==> config.mk <==
export PLATFORM = sky130hd
export DESIGN_NAME = cfg_addr_gen
export DESIGN_NICKNAME = d
export VERILOG_FILES = /design/src/rtl/cfg_pkg.sv /design/src/rtl/cfg_req_decode.sv /design/src/rtl/cfg_lane_unit.sv /design/src/rtl/cfg_ctrl.sv /design/src/rtl/cfg_addr_gen.sv
export SDC_FILE = /design/constraint.sdc
export NUM_CORES = 1
export LEC_CHECK = 0
export BUFFER_PORTS_ARGS = -buffer_cell sky130_fd_sc_hd__buf_2
export CORE_AREA = 2 2 127 129
export CTS_CLUSTER_SIZE = 20
export DETAILED_ROUTE_END_ITERATION = 10
export DIE_AREA = 0 0 129 131
export GPL_ROUTABILITY_DRIVEN = 0
export PLACE_DENSITY = 0.87
export SLEW_MARGIN = 40
export SYNTH_ARGS = -nofsm -noshare
export SYNTH_HDL_FRONTEND = slang
export SYNTH_SLANG_ARGS = --single-unit
export TNS_END_PERCENT = 100
==> constraint.sdc <==
create_clock -name clk_i -period 2.2 [get_ports clk_i]
set_input_delay 0.44 -clock clk_i [delete_from_list [all_inputs] [get_ports clk_i]]
set_output_delay 0.44 -clock clk_i [all_outputs]
set_load 0.05 [all_outputs]
==> src/rtl/cfg_pkg.sv <==
package cfg_pkg;
  typedef enum logic [1:0] {SZ_BYTE = 2'd0, SZ_HALF = 2'd1, SZ_WORD = 2'd2, SZ_BAD = 2'd3} size_e;
  typedef enum logic [1:0] {ST_IDLE, ST_RD, ST_WR, ST_RSP} state_e;

  function automatic logic [3:0] lane_mask(input logic [1:0] sz);
    case (sz)
      SZ_BYTE: lane_mask = 4'b0001;
      SZ_HALF: lane_mask = 4'b0011;
      default: lane_mask = 4'b1111;
    endcase
  endfunction

  function automatic logic [31:0] expand(input logic [3:0] lanes);
    for (int i = 0; i < 4; i++) expand[8*i +: 8] = {8{lanes[i]}};
  endfunction
endpackage

==> src/rtl/cfg_req_decode.sv <==
module cfg_req_decode #(
  parameter int DEV_W    = 5,
  parameter int FUNC_W   = 4,
  parameter int OFF_W    = 9,
  parameter int DEV_BASE = 13,
  parameter int MAX_DEV  = 18,
  parameter int MAX_FUNC = 7,
  parameter int MAX_OFF  = 255,
  parameter int HOST_DEV = 3,
  parameter logic [63:0] WINDOW = 64'h10_0000
) (
  input  logic [DEV_W-1:0]  dev_i,
  input  logic [FUNC_W-1:0] func_i,
  input  logic [OFF_W-1:0]  off_i,
  input  logic [1:0]        size_i,
  input  logic              local_i,
  output logic [31:0]       addr_o,
  output logic              refuse_o,
  output logic [1:0]        sh_o,
  output logic [3:0]        be_o,
  output logic              direct_o
);
  import cfg_pkg::*;

  logic [63:0] full_addr;
  logic [7:0]  be_wide;

  always_comb begin
    full_addr = (64'd1 << (DEV_BASE + int'(dev_i)))
              | (64'(func_i) << 8)
              | (64'(off_i) & ~64'd3);
    addr_o    = full_addr[31:0];
    refuse_o  = (int'(dev_i) > MAX_DEV) || (int'(func_i) > MAX_FUNC)
             || (int'(off_i) > MAX_OFF) || (size_i == SZ_BAD)
             || (!local_i && int'(dev_i) == HOST_DEV)
             || (full_addr >= WINDOW);
    sh_o      = off_i[1:0];
    be_wide   = {4'b0, lane_mask(size_i)} << off_i[1:0];
    be_o      = be_wide[3:0];
    direct_o  = (size_i == SZ_WORD) && (off_i[1:0] == 2'd0);
  end
endmodule

==> src/rtl/cfg_lane_unit.sv <==
module cfg_lane_unit (
  input  logic [1:0]  sh_i,
  input  logic [1:0]  size_i,
  input  logic [31:0] rdata_i,
  input  logic [31:0] wdata_i,
  output logic [31:0] extract_o,
  output logic [31:0] merged_o
);
  import cfg_pkg::*;

  logic [31:0] width_mask;
  logic [31:0] place_mask;
  logic [4:0]  bit_sh;

  always_comb begin
    bit_sh     = {sh_i, 3'b000};
    width_mask = expand(lane_mask(size_i));
    place_mask = width_mask << bit_sh;
    extract_o  = (rdata_i >> bit_sh) & width_mask;
    merged_o   = (rdata_i & ~place_mask) | ((wdata_i & width_mask) << bit_sh);
  end
endmodule

==> src/rtl/cfg_ctrl.sv <==
module cfg_ctrl #(
  parameter int DEV_BASE = 13,
  parameter logic [63:0] WINDOW = 64'h10_0000
) (
  input  logic        clk_i,
  input  logic        rst_ni,
  input  logic        req_valid_i,
  output logic        req_ready_o,
  input  logic        req_write_i,
  input  logic [1:0]  req_size_i,
  input  logic [31:0] req_wdata_i,
  input  logic [31:0] dec_addr_i,
  input  logic        dec_refuse_i,
  input  logic [1:0]  dec_sh_i,
  input  logic [3:0]  dec_be_i,
  input  logic        dec_direct_i,
  output logic [1:0]  sh_o,
  output logic [1:0]  size_o,
  output logic [31:0] wdata_o,
  input  logic [31:0] extract_i,
  input  logic [31:0] merged_i,
  output logic        busy_o,
  output logic        rsp_valid_o,
  input  logic        rsp_ready_i,
  output logic [31:0] rsp_rdata_o,
  output logic        rsp_notfound_o,
  output logic        rsp_abort_o,
  output logic        bus_valid_o,
  output logic        bus_write_o,
  output logic [31:0] bus_addr_o,
  output logic [3:0]  bus_be_o,
  output logic [31:0] bus_wdata_o,
  input  logic        bus_ready_i,
  input  logic        bus_abort_i
);
  import cfg_pkg::*;

  state_e      state_q;
  logic [31:0] addr_q, wdata_q, wbuf_q, rdata_q;
  logic [1:0]  sh_q, size_q;
  logic [3:0]  be_q;
  logic        write_q, nf_q, abort_q;

  always_ff @(posedge clk_i or negedge rst_ni) begin
    if (!rst_ni) begin
      state_q <= ST_IDLE;
      addr_q  <= '0;
      wdata_q <= '0;
      wbuf_q  <= '0;
      rdata_q <= '0;
      sh_q    <= '0;
      size_q  <= '0;
      be_q    <= '0;
      write_q <= 1'b0;
      nf_q    <= 1'b0;
      abort_q <= 1'b0;
    end else begin
      case (state_q)
        ST_IDLE: if (req_valid_i) begin
          addr_q  <= dec_addr_i;
          sh_q    <= dec_sh_i;
          size_q  <= req_size_i;
          be_q    <= dec_be_i;
          write_q <= req_write_i;
          wdata_q <= req_wdata_i;
          wbuf_q  <= req_wdata_i;
          abort_q <= 1'b0;
          nf_q    <= dec_refuse_i;
          rdata_q <= (dec_refuse_i && !req_write_i) ? '1 : '0;
          if (dec_refuse_i)                     state_q <= ST_RSP;
          else if (req_write_i && dec_direct_i) state_q <= ST_WR;
          else                                  state_q <= ST_RD;
        end
        ST_RD: if (bus_ready_i) begin
          if (bus_abort_i) begin
            abort_q <= 1'b1;
            nf_q    <= 1'b1;
            rdata_q <= write_q ? '0 : '1;
            state_q <= ST_RSP;
          end else if (write_q) begin
            wbuf_q  <= merged_i;
            state_q <= ST_WR;
          end else begin
            rdata_q <= extract_i;
            state_q <= ST_RSP;
          end
        end
        ST_WR: if (bus_ready_i) begin
          if (bus_abort_i) begin
            abort_q <= 1'b1;
            nf_q    <= 1'b1;
          end
          rdata_q <= '0;
          state_q <= ST_RSP;
        end
        default: if (rsp_ready_i) begin
          abort_q <= 1'b0;
          state_q <= ST_IDLE;
        end
      endcase
    end
  end

  assign req_ready_o    = (state_q == ST_IDLE);
  assign busy_o         = (state_q != ST_IDLE);
  assign bus_valid_o    = (state_q == ST_RD) || (state_q == ST_WR);
  assign bus_write_o    = (state_q == ST_WR);
  assign bus_addr_o     = addr_q;
  assign bus_be_o       = be_q;
  assign bus_wdata_o    = wbuf_q;
  assign rsp_valid_o    = (state_q == ST_RSP);
  assign rsp_rdata_o    = rdata_q;
  assign rsp_notfound_o = nf_q;
  assign rsp_abort_o    = abort_q;
  assign sh_o           = sh_q;
  assign size_o         = size_q;
  assign wdata_o        = wdata_q;

  // any issued address lies inside the window
  p_in_window_r2: assert property (@(posedge clk_i) disable iff (!rst_ni)
    bus_valid_o |-> (64'(bus_addr_o) < WINDOW));
  // exactly one device select line, low bits clear
  p_one_select_r1: assert property (@(posedge clk_i) disable iff (!rst_ni)
    bus_valid_o |-> ($countones(bus_addr_o[31:DEV_BASE]) == 1 && bus_addr_o[1:0] == 2'b00));
  p_bus_hold_r11: assert property (@(posedge clk_i) disable iff (!rst_ni)
    bus_valid_o && !bus_ready_i |=> bus_valid_o && $stable(bus_addr_o)
                                 && $stable(bus_write_o) && $stable(bus_wdata_o));
  p_rsp_hold_r9: assert property (@(posedge clk_i) disable iff (!rst_ni)
    rsp_valid_o && !rsp_ready_i |=> rsp_valid_o && $stable(rsp_rdata_o) && $stable(rsp_notfound_o));
  p_idle_no_bus_r9: assert property (@(posedge clk_i) disable iff (!rst_ni)
    !busy_o |-> !bus_valid_o && !rsp_valid_o);
  p_abort_clear_r8: assert property (@(posedge clk_i) disable iff (!rst_ni)
    $rose(busy_o) |-> !rsp_abort_o);
  p_abort_ones_r7: assert property (@(posedge clk_i) disable iff (!rst_ni)
    rsp_valid_o && rsp_abort_o && !write_q |-> rsp_rdata_o == 32'hFFFF_FFFF);
endmodule

==> src/rtl/cfg_addr_gen.sv <==
module cfg_addr_gen #(
  parameter int DEV_W    = 5,
  parameter int FUNC_W   = 4,
  parameter int OFF_W    = 9,
  parameter int DEV_BASE = 13,
  parameter int MAX_DEV  = 18,
  parameter int MAX_FUNC = 7,
  parameter int MAX_OFF  = 255,
  parameter int HOST_DEV = 3,
  parameter logic [63:0] WINDOW = 64'h10_0000
) (
  input  logic              clk_i,
  input  logic              rst_ni,
  input  logic              req_valid_i,
  output logic              req_ready_o,
  input  logic [DEV_W-1:0]  req_dev_i,
  input  logic [FUNC_W-1:0] req_func_i,
  input  logic [OFF_W-1:0]  req_off_i,
  input  logic [1:0]        req_size_i,
  input  logic              req_write_i,
  input  logic              req_local_i,
  input  logic [31:0]       req_wdata_i,
  output logic              busy_o,
  output logic              rsp_valid_o,
  input  logic              rsp_ready_i,
  output logic [31:0]       rsp_rdata_o,
  output logic              rsp_notfound_o,
  output logic              rsp_abort_o,
  output logic              bus_valid_o,
  output logic              bus_write_o,
  output logic [31:0]       bus_addr_o,
  output logic [3:0]        bus_be_o,
  output logic [31:0]       bus_wdata_o,
  input  logic              bus_ready_i,
  input  logic [31:0]       bus_rdata_i,
  input  logic              bus_abort_i
);
  logic [31:0] dec_addr, extract, merged, st_wdata;
  logic        dec_refuse, dec_direct;
  logic [1:0]  dec_sh, st_sh, st_size;
  logic [3:0]  dec_be;

  cfg_req_decode #(
    .DEV_W(DEV_W), .FUNC_W(FUNC_W), .OFF_W(OFF_W), .DEV_BASE(DEV_BASE),
    .MAX_DEV(MAX_DEV), .MAX_FUNC(MAX_FUNC), .MAX_OFF(MAX_OFF),
    .HOST_DEV(HOST_DEV), .WINDOW(WINDOW)
  ) i_decode (
    .dev_i(req_dev_i), .func_i(req_func_i), .off_i(req_off_i),
    .size_i(req_size_i), .local_i(req_local_i),
    .addr_o(dec_addr), .refuse_o(dec_refuse), .sh_o(dec_sh),
    .be_o(dec_be), .direct_o(dec_direct)
  );

  cfg_lane_unit i_lane (
    .sh_i(st_sh), .size_i(st_size), .rdata_i(bus_rdata_i), .wdata_i(st_wdata),
    .extract_o(extract), .merged_o(merged)
  );

  cfg_ctrl #(.DEV_BASE(DEV_BASE), .WINDOW(WINDOW)) i_ctrl (
    .clk_i, .rst_ni, .req_valid_i, .req_ready_o, .req_write_i, .req_size_i, .req_wdata_i,
    .dec_addr_i(dec_addr), .dec_refuse_i(dec_refuse), .dec_sh_i(dec_sh),
    .dec_be_i(dec_be), .dec_direct_i(dec_direct),
    .sh_o(st_sh), .size_o(st_size), .wdata_o(st_wdata),
    .extract_i(extract), .merged_i(merged),
    .busy_o, .rsp_valid_o, .rsp_ready_i, .rsp_rdata_o, .rsp_notfound_o, .rsp_abort_o,
    .bus_valid_o, .bus_write_o, .bus_addr_o, .bus_be_o, .bus_wdata_o,
    .bus_ready_i, .bus_abort_i
  );
endmodule

==> Yosys cells after proc, flatten, opt, wreduce, memory -nomap -nowiden <==
Cells that the tools add are included.
{ "totals": {"ff_bits": 141, "latchBits": 0, "mem_bits_rw": 0, "rom_bits": 0, "out_inout_bits": 107, "word_cells": 104, "memories": 0} }
{ "classes": {"addsub": 1, "multipliers": 0, "div": 0, "magnitude_cmp": 4, "n_eq_ne": 16, "shift": 5, "mux": 31, "bitwise_logic": 7, "reduce_logical": 29} }
{ "op_table": {"columns": ["cell", "n"], "rows": [
  ["2-to-1 mux 32 bit", 11],
  ["bitwise AND 32 bit", 3],
  ["one-hot mux 32 bit (3 select lines)", 1],
  ["greater-or-equal comparator 64 x 21 -> 1 bit, second input constant", 1],
  ["bitwise OR 64 x 12 -> 64 bit", 1],
  ["bitwise OR 64 x 9 -> 64 bit", 1],
  ["one-hot mux 32 bit (2 select lines)", 1],
  ["left shift 1 x 32 -> 64 bit, first input constant", 1],
  ["left shift 32 x 5 -> 32 bit", 2],
  ["inverter 32 bit", 1],
  ["bitwise OR 32 bit", 1],
  ["right shift 32 x 5 -> 32 bit", 1],
  ["one-hot mux 4 bit (2 select lines)", 2],
  ["2-to-1 mux 2 bit", 7],
  ["AND reduction 4 bit", 3],
  ["AND reduction 5 bit", 2],
  ["> comparator 9 x 8 -> 1 bit, second input constant", 1],
  ["== test 2 bit, second input constant", 4],
  ["zero test 2 bit", 4],
  ["inequality test 2 x 1 -> 1 bit, second input constant", 4],
  ["adder 4 x 5 -> 6 bit, first input constant", 1],
  ["== test 2 x 1 -> 1 bit, second input constant", 3],
  ["logical OR 1 bit", 6],
  ["2-to-1 mux 1 bit", 6],
  ["15 further kinds", 25]
]} }

==> Logic depth before layout (Yosys ltp) <==
Gate-level depths: netlist of the first run.
{ "logic_depth": {"depth_word": 10, "depth_mapped": 10, "mapped_depth_nobuf": 6} }

==> By module <==
From an unflattened synthesis of the first run, not the netlist that was laid out.
{ "hier_totals": {"cells_unflattened": 765, "area_unflattened_um2": 8205.4} }
{ "by_module_without_submodules": {"columns": ["mod", "instances", "cells_per_inst", "area_per_inst_um2", "seq_area_each_um2"], "rows": [
  ["cfg_ctrl", 1, 493, 6470.0, 3528.4],
  ["cfg_lane_unit", 1, 210, 1405.1, 0.0],
  ["cfg_req_decode", 1, 62, 330.3, 0.0]
]} }

==> Worst setup path after synthesis of the first run <==
OpenSTA, ideal clock, no wires.
{ "synth_path": {"path_kind": "reg-to-reg", "startpoint": "register i_ctrl.state_q[0]", "endpoint": "register i_ctrl.rdata_q[18], in the netlist i_ctrl.rsp_rdata_o[18]", "setup_time_ps": 126, "arrival_time_ps": 2252, "required_ps": 2074, "slack_ps": -178, "stages_incl_launch_ff": 11, "path_buffers": 4, "synth_period_minus_slack_ps": 2378, "path_cell_list": "dfrtp_1 > inv_1 > ha_1 > buf_6 > nor2b_4 > buf_6 > a211o_1 > buf_6 > a211oi_4 > buf_6 > a2bb2oi_1"} }
{ "synth_via": {"elab_chain_cells": 3} }
{ "synth_lines": {"columns": ["item", "line_no", "rtl"], "rows": [
  ["start: declaration", "cfg_ctrl.sv:38", "state_e state_q;"],
  ["start signal: assignment", "cfg_ctrl.sv:46", "state_q <= ST_IDLE;"],
  ["start signal: assignment", "cfg_ctrl.sv:70", "if (dec_refuse_i) state_q <= ST_RSP;"],
  ["start signal: assignment", "cfg_ctrl.sv:71", "else if (req_write_i && dec_direct_i) state_q <= ST_WR;"],
  ["zero test 2 bit (*)", null, null],
  ["net req_ready_o", "cfg_addr_gen.sv:15", "output logic req_ready_o,"],
  ["inequality test 2 bit (no source line) or nonzero test 3 bit (tied branches)", null, null],
  ["AND reduction 5 bit (no source line)", null, null],
  ["end signal: assignment", "cfg_ctrl.sv:69", "rdata_q <= (dec_refuse_i && !req_write_i) ? '1 : '0;"],
  ["end signal: assignment", "cfg_ctrl.sv:78", "rdata_q <= write_q ? '0 : '1;"],
  ["end signal: assignment", "cfg_ctrl.sv:84", "rdata_q <= extract_i;"],
  ["end: declaration", "cfg_ctrl.sv:39", "logic [31:0] addr_q, wdata_q, wbuf_q, rdata_q;"]
]} }
Mark *: on every way through the listed nets, which the timed path passes. The rest lies on a longest branch.
A chain may end at the register's enable or synchronous reset.

==> Worst setup path in the final report of the first run <==
{ "layout_path": {"startpoint": "register i_ctrl.state_q[0]", "endpoint": "register i_ctrl.rdata_q[19], in the netlist i_ctrl.rsp_rdata_o[19]"} }
{ "layout_via": {"elab_chain_cells": 3} }
{ "layout_lines": {"columns": ["item", "line_no", "rtl"], "rows": [
  ["== test 2 x 1 -> 1 bit, or another cell as far along", "cfg_ctrl.sv:58", "case (state_q)"],
  ["inequality test 3 bit (no source line), or another cell as far along", null, null],
  ["AND reduction 5 bit (no source line)", null, null]
]} }
Parallel ways exist; a longest one is shown, timed or not.

==> results of run 1 <==
-- registers in the layout, indices dropped and copies added, names as in the netlist, 2 cells and up --
| name | flops |
|---|---|
| i_ctrl.state_q | 2 |
| i_ctrl.size_o | 2 |
| i_ctrl.rsp_rdata_o | 32 |
| i_ctrl.bus_wdata_o | 32 |
| i_ctrl.sh_o | 2 |
| i_ctrl.bus_addr_o | 32 |
| i_ctrl.bus_be_o | 4 |
| i_ctrl.wdata_o | 32 |
-- per-layer routing --
metal,vias to the layer above,wire [µm],GRT usage
li1,2960,-,-
met1,3246,9230,0.354
met2,382,10700,0.437
met3,72,2250,0.0827
met4,4,908,0.131
met5,-,24,0
-- logic make-up after synthesis --
kind of cell | synth area share
buffers and inverters | 0.0433
muxes | 0.129
DFF | 0.485
adders and majority gates | 0.00688
AOI/OAI and AO/OA | 0.232
and+or+nand+nor | 0.103
-- stage by stage --
| step | instances | worst slack (ns) | util |
|---|---|---|---|
| 2_1_floorplan | 692 | 0.0407 | - |
| 3_5_place_dp | 1077 | 0.0945 | 0.553 |
| 6_report | 1112 | 0.165 | 0.596 |
| 3_3_place_gp | 1077 | 0.189 | 0.553 |
| 4_1_cts | 1110 | 0.0720 | 0.595 |
| 5_1_grt | 1110 | 0.0242 | 0.596 |
-- power groups by stage --
stage / Combinational [mW] / Sequential (mW) / Clock, mW
after floorplan: 5.08 / 7.12 / 0
after global placement: 9.94 / 4.70 / 0
after detailed placement: 10.2 / 4.74 / 0
after CTS: 10.2 / 4.73 / 3.15
after global routing: 10.9 / 4.89 / 3.27
final: 10.3 / 4.76 / 3.13
-- critical path, delay by kind of cell, from the launching register on --
kind | cells | cell delay (ns)
flops | 1 | 0.40
compound gates | 3 | 0.73
fa+ha+maj | 1 | 0.21
buf+inv | 2 | 0.42
simple gates | 1 | 0.16
-- final cells by class --
cell class                      instances  area [µm²]
Antenna cell                            2        5.00
Clock buffer                           21         480
Clock inverter                         11         163
Fill cell                            1273        6300
Inverter                                6        22.5
Multi-Input combinational cell        484        3460
Sequential cell                       141        3530
Tap cell                              216         270
Timing Repair Buffer                  231        1360
-- what timing repair did --
action                     CTS  global route
hold endpoints to repair    45             0
setup endpoints to repair    0             6
gates resized for setup      0             2
hold buffers                 1             0
-- final timing paths --
check                                        start                endpoint  slack (ns)  cells past startpoint
worst min register to register  i_ctrl.bus_be_o[2]      i_ctrl.bus_be_o[2]        0.48                      1
min in group asynchronous                   rst_ni   i_ctrl.bus_wdata_o[7]        0.54                      2
max in group asynchronous                   rst_ni  i_ctrl.bus_wdata_o[31]        1.06                      3
worst min-delay path                 req_func_i[1]    i_ctrl.bus_addr_o[9]        0.25                      2
worst max register to register   i_ctrl.state_q[0]  i_ctrl.rsp_rdata_o[19]        0.17                      7
worst max-delay path             i_ctrl.state_q[0]  i_ctrl.rsp_rdata_o[19]        0.17                      7
-- layout by cell type, fill, tap and decap left out, drive strengths merged, types with 4 or more instances in the layout --
master   synthesis  layout
a21oi           13      13
mux2            56      56
dfrtp          141     141
inv              6       6
a31oi           10      10
a221oi          16      16
nor2b            4       4
ha               4       4
buf             25     230
and3             8       8
mux2i           31      31
o41ai            6       6
a211oi          12      12
o221ai          15      15
nor3            17      17
o21a            10      10
clkinv           0       4
bufinv           0       4
nor2            44      44
a21boi           8       8
a2bb2oi         31      31
a311oi           8       8
nand2b          11      11
clkbuf          36      21
a21o             9       9
a22oi            9       9
nand2           54      54
o21ai           72      72
==> summary.md, run 1 <==
Synth
* count of flip-flops with a built-in enable after synthesis: 0
* Commonest cells post-synth: sky130_fd_sc_hd__dfrtp_1, sky130_fd_sc_hd__o21ai_0, sky130_fd_sc_hd__mux2_2
* Mapped Nets: 788
* synth top area cells: sky130_fd_sc_hd__dfrtp_1, sky130_fd_sc_hd__mux2_2, sky130_fd_sc_hd__o21ai_0
* most frequently used flop master after synthesis: sky130_fd_sc_hd__dfrtp_1
* post-synth top area cell: sky130_fd_sc_hd__dfrtp_1
* Avg Inst Size Synth: 10.5 µm²
* most frequent cell after synthesis: sky130_fd_sc_hd__dfrtp_1
* library cells used by synthesis: 54
* cells after synthesis: 692
* Synth Cell Area: 7270 µm²
* share of the synthesized area in the top cell type: 0.485
* share of synthesized flip-flops with an asynchronous set or reset: 1.00
* post-synthesis sequential element count: 141
* proportion of synthesized chip area in sequential cells: 0.485
* Yosys warnings: 0

Min path
* Min-Delay Path Class: primary input to flop

Die
* # IOs: 199
* Die Wd: 129 µm
* chip height: 131 µm
* core area: 15600 µm²
* number of cell rows: 46
* area enclosed by the die boundary: 16900 µm²
* starting density of the core: 0.466

Power
* total internal power: 9.38 mW
* cell leakage power: 4.30 nW
* total power density per cell area: 1960 nW/µm²
* Sw Share: 0.484
* share of total power in sequential cells: 0.262
* clock network power share: 0.172
* share of total power in combinational logic: 0.566
* reported net switching power: 8.79 mW
* total power draw: 18.2 mW
* worst-case vdd ir drop: 0.000865 V

Detailed routing
* DRC violations left: 0
* via count: 6664
* Antenna Violating Nets Remaining: 0
* violation count after the first detailed-route iteration: 638
* average via count per standard cell: 5.99
* post-detailed-routing wire length: 23100 µm
* Detailed Routing Iterations Pass 1: 7
* average wire per standard cell: 20.7 µm

Clock tree
* CTS Buf Count: 17
* CTS tree: done
* Num Clock Sinks: 141
* post-CTS setup-driven buffer insertion count: 0
* clock-pin slew on the worst setup and hold paths: 0.06 ns
* CTS Root Buffer Type: sky130_fd_sc_hd__clkbuf_16
* clk_lat worst skew: 0.43 ns
* H-Tree Depth: 4
* Max Buffers Root-to-Sink: 2

Global route
* number of antenna violations at the first check in global routing: 3
* GRT Overall Usage: 0.278
* pin count of the biggest net entering global routing: 49
* wire length of the first global-routing pass: 35500 µm
* GR Overflow Total: 0
* via count of the first global-routing pass: 6652

Worst setup path
* worst setup path class: flop to flop
* critical path data required time: 2.51 ns
* type of origin of the critical path: flop
* worst-path maximum fanout: 24
* crit path DAT: 2.34 ns
* slowest stage cell, crit path: sky130_fd_sc_hd__dfrtp_1
* critical-path cell list: inv_1 > ha_4 > nor2b_4 > a211o_1 > a211oi_4 > buf_4 > a2bb2oi_1
* max incr delay on CP: 0.40 ns
* Worst Setup End Kind: flop

STA
* maximum clock frequency: 0.491 GHz
* final critical-path required period: 2.03 ns
* remaining max-slew budget at the tightest pin: 0.539
* Max Transition Viols Final: 0
* final hold vios: 0
* Worst-Margin Slew: 0.688 ns
* final-layout setup total negative slack: 0 ns
* number of endpoints failing setup at the final stage: 0
* share of the clock period used by the worst path after layout: 0.925
* worst clock skew on the final layout: 0.0146 ns
* RSZ-0062 raised after global routing: no
* Worst Hold Slack: 0.250 ns

Job
* max-cap check violation count: 0

Placed design
* HPWL after detailed placement: 16800 µm
* count of input and output buffers: 198
* placed cell areas: 8630 µm²

Layout
* area growth from synthesis to layout: 27.8%
* Final Net Count: 977
* final non-filler cell area: 9290 µm²
* fraction of layout instances using a drive strength above 1: 0.376

Run status
* outcome: finished clean

Power figures use the tool's default switching activity.
==> run 2: changes to the inputs <==
Settings changed: CORE_AREA 2 2 127 129 to 2 2 133 135, DIE_AREA 0 0 129 131 to 0 0 135 137, SYNTH_HIERARCHICAL set to 1.
==> run 2 against run 1 <==
Net effect:
- design area rose by 8.1%
- total power up 1.3%
- via count up 2.7%
- sequential share of layout area decreased by 2.8 points
- synthesized area increased by 13%
==> summary.md, run 2 <==
Worst setup path
* slowest stage cell, crit path: sky130_fd_sc_hd__dfrtp_1
* critical path data required time: 2.51 ns, about the same
* max incr delay on CP: 0.47 ns, +0.07 ns
* worst setup path class: flop to flop
* type of origin of the critical path: flop
* critical-path cell list: buf_4 > o21ai_0 > o21ai_0 > a221o_1 > mux2_1 > mux2_1
* crit path DAT: 2.47 ns, +0.13 ns
* Worst Setup End Kind: flop
* worst-path maximum fanout: 7, -71%
* Reg2Reg Setup Slack: 0.03 ns, -0.13 ns

Placed design
* HPWL after detailed placement: 17000 µm, +0.84%
* count of input and output buffers: 198, unchanged
* DP Cell Count: 1140, +5.8%

Global route
* GR Overflow Total: 0, unchanged
* number of antenna violations at the first check in global routing: 4, +1
* via count of the first global-routing pass: 6735, +1.2%
* wire length of the first global-routing pass: 35700 µm, +0.64%
* GRT Overall Usage: 0.248, -0.0292
* pin count of the biggest net entering global routing: 54, +10%

Die
* chip height: 137 µm, +4.6%
* # IOs: 199, unchanged
* Die Wd: 135 µm, +4.7%
* area enclosed by the die boundary: 18500 µm², +9.4%
* number of cell rows: 48, +4.3%
* starting density of the core: 0.481, +0.0148
* core area: 17100 µm², +9.4%

Detailed routing
* Antenna Violating Nets Remaining: 0, unchanged
* post-detailed-routing wire length: 22700 µm, -1.5%
* via count: 6847, +2.7%
* average wire per standard cell: 19.2 µm, -7.2%
* violation count after the first detailed-route iteration: 551, -14%
* average via count per standard cell: 5.80, -3.2%
* Detailed Routing Iterations Pass 1: 6, -1
* DRC violations left: 0, unchanged

Power
* worst-case vdd ir drop: 0.00125 V, +45%
* cell leakage power: 4.50 nW, +4.8%
* total power density per cell area: 1830 nW/µm², -6.2%

STA
* Max Transition Viols Final: 0, unchanged
* number of endpoints failing setup at the final stage: 0, unchanged
* final critical-path required period: 2.17 ns, +0.131 ns
* final hold vios: 0, unchanged
* worst clock skew on the final layout: 0.00858 ns, -0.00603 ns
* RSZ-0062 raised after global routing: no
* Worst-Margin Slew: 0.544 ns, -0.144 ns
* maximum clock frequency: 0.462 GHz, -6.0%
* remaining max-slew budget at the tightest pin: 0.636, +0.0965
* share of the clock period used by the worst path after layout: 0.984, +0.0594

Synth
* Synth Cell Area: 8210 µm², +13%
* share of synthesized flip-flops with an asynchronous set or reset: 1.00, unchanged
* Avg Inst Size Synth: 10.7 µm², +2.1%
* most frequent cell after synthesis: sky130_fd_sc_hd__dfrtp_1
* proportion of synthesized chip area in sequential cells: 0.430, -0.0551
* Yosys warnings: 6, +6
* library cells used by synthesis: 52, -3.7%
* share of the synthesized area in the top cell type: 0.430, -0.0551
* post-synthesis sequential element count: 141, unchanged
* post-synth top area cell: sky130_fd_sc_hd__dfrtp_1
* cells after synthesis: 765, +11%
* Commonest cells post-synth: sky130_fd_sc_hd__dfrtp_1, sky130_fd_sc_hd__mux2_1, sky130_fd_sc_hd__o21ai_0
* count of flip-flops with a built-in enable after synthesis: 0, unchanged
* synth top area cells: sky130_fd_sc_hd__dfrtp_1, sky130_fd_sc_hd__mux2_1, sky130_fd_sc_hd__a41oi_1
* most frequently used flop master after synthesis: sky130_fd_sc_hd__dfrtp_1

Layout
* Final Net Count: 1038, +6.2%
* fill cell count: 1407, +11%
* most frequent standard cell in the layout excluding fill and tap cells: sky130_fd_sc_hd__buf_2
* final std cells w/o fill: 1180, +6.1%
* top library cells by usage in the layout, fill and taps aside: sky130_fd_sc_hd__buf_2, sky130_fd_sc_hd__dfrtp_1, sky130_fd_sc_hd__mux2_1
* Util after Layout: 0.589, -0.00688
* fraction of layout instances using a drive strength above 1: 0.318, -0.0583
* area growth from synthesis to layout: 22.4%

Clock tree
* clock-pin slew on the worst setup and hold paths: 0.06 ns, about the same
* CTS tree: done
* Num Clock Sinks: 141, unchanged
* CTS Buf Count: 17, unchanged
* Max Buffers Root-to-Sink: 2, unchanged
* CTS Root Buffer Type: sky130_fd_sc_hd__clkbuf_16
* clk_lat worst skew: 0.42 ns, about the same
* H-Tree Depth: 4, unchanged

Run status
* outcome: finished clean

Job
* max-cap check violation count: 0, unchanged

Min path
* Min-Delay Path Class: primary input to flop

run 2: metrics by stage:
stage / cell area (µm²) / setup slack (ns) / setup TNS [ns] / power, mW / hold slack, ns
floorplan: 8210 / 0.130 / 0 / 12.9 / 0.144
global placement: 9400 / 0.00385 / 0 / 15.1 / 0.430
detailed placement: 9400 / -0.0209 / -0.0209 / 15.4 / 0.431
CTS: 10000 / 0.0201 / 0 / 18.4 / 0.214
global route: 10000 / 0.0368 / 0 / 19.4 / 0.225
finish: 10000 / 0.0347 / 0 / 18.4 / 0.229
run 2: worst paths after layout:
kind                                             start  cells past startpoint                endpoint
worst max-delay path                  i_ctrl/size_o[1]                      6  i_ctrl/bus_wdata_o[29]
worst min-delay path                      req_off_i[7]                      2    i_ctrl/bus_addr_o[7]
worst max register to register        i_ctrl/size_o[1]                      6  i_ctrl/bus_wdata_o[29]
worst min register to register  i_ctrl/bus_wdata_o[18]                      1  i_ctrl/bus_wdata_o[18]
max in group asynchronous                       rst_ni                      3  i_ctrl/bus_wdata_o[13]
min in group asynchronous                       rst_ni                      2       i_ctrl/state_q[1]
run 2: final cells by class:
cell class              instances  area, µm²  share of cell area
inverters                       6       22.5             0.00224
diodes                          4       10.0            0.000996
well taps                     225        282              0.0280
repair buffers                235       1380               0.137
multi-input cells             537       4230               0.421
flip-flops and latches        141       3530               0.352
clock inverters                12        135              0.0135
clock buffers                  20        457              0.0455
run 2: cells by family after synthesis:
group | share of synthesized area
compound gates | 0.157
fa+ha+maj | 0.0122
buf+inv | 0.0587
flops | 0.430
mux | 0.231
other cells | 0.000457
simple gates | 0.111
run 2: what timing repair did:
item | in CTS | in global routing
hold buffers | 1 | 0
pin swaps | 0 | 1
cloned | 0 | 0
endpoints found under the setup margin | 1 | 36
setup buffers | 0 | 3
endpoints found under the hold margin | 49 | 0
resized for setup | 1 | 5
run 2: routing by layer:
metal,GRT usage,part of all wire,wire [µm]
met2,0.403,0.48,11000
met5,0,0,0
met1,0.313,0.40,9140
met4,0.106,0.032,718
met3,0.0693,0.082,1870
run 2: where the power goes:
group          total (mW)  internal [mW]  leakage [nW]  switching, mW
registers            4.70           3.86          1.69          0.842
logic                10.8           3.72          2.52           7.12
clock network        2.87           1.74         0.291           1.14
total                18.4           9.31          4.50           9.10
run 2: worst max-delay path, delay by kind of cell, from the launching register on:
family                 cells  cell delay [ns]
AOI/OAI and AO/OA          3             0.77
muxes                      2             0.62
DFF                        1             0.47
buffers and inverters      1             0.20
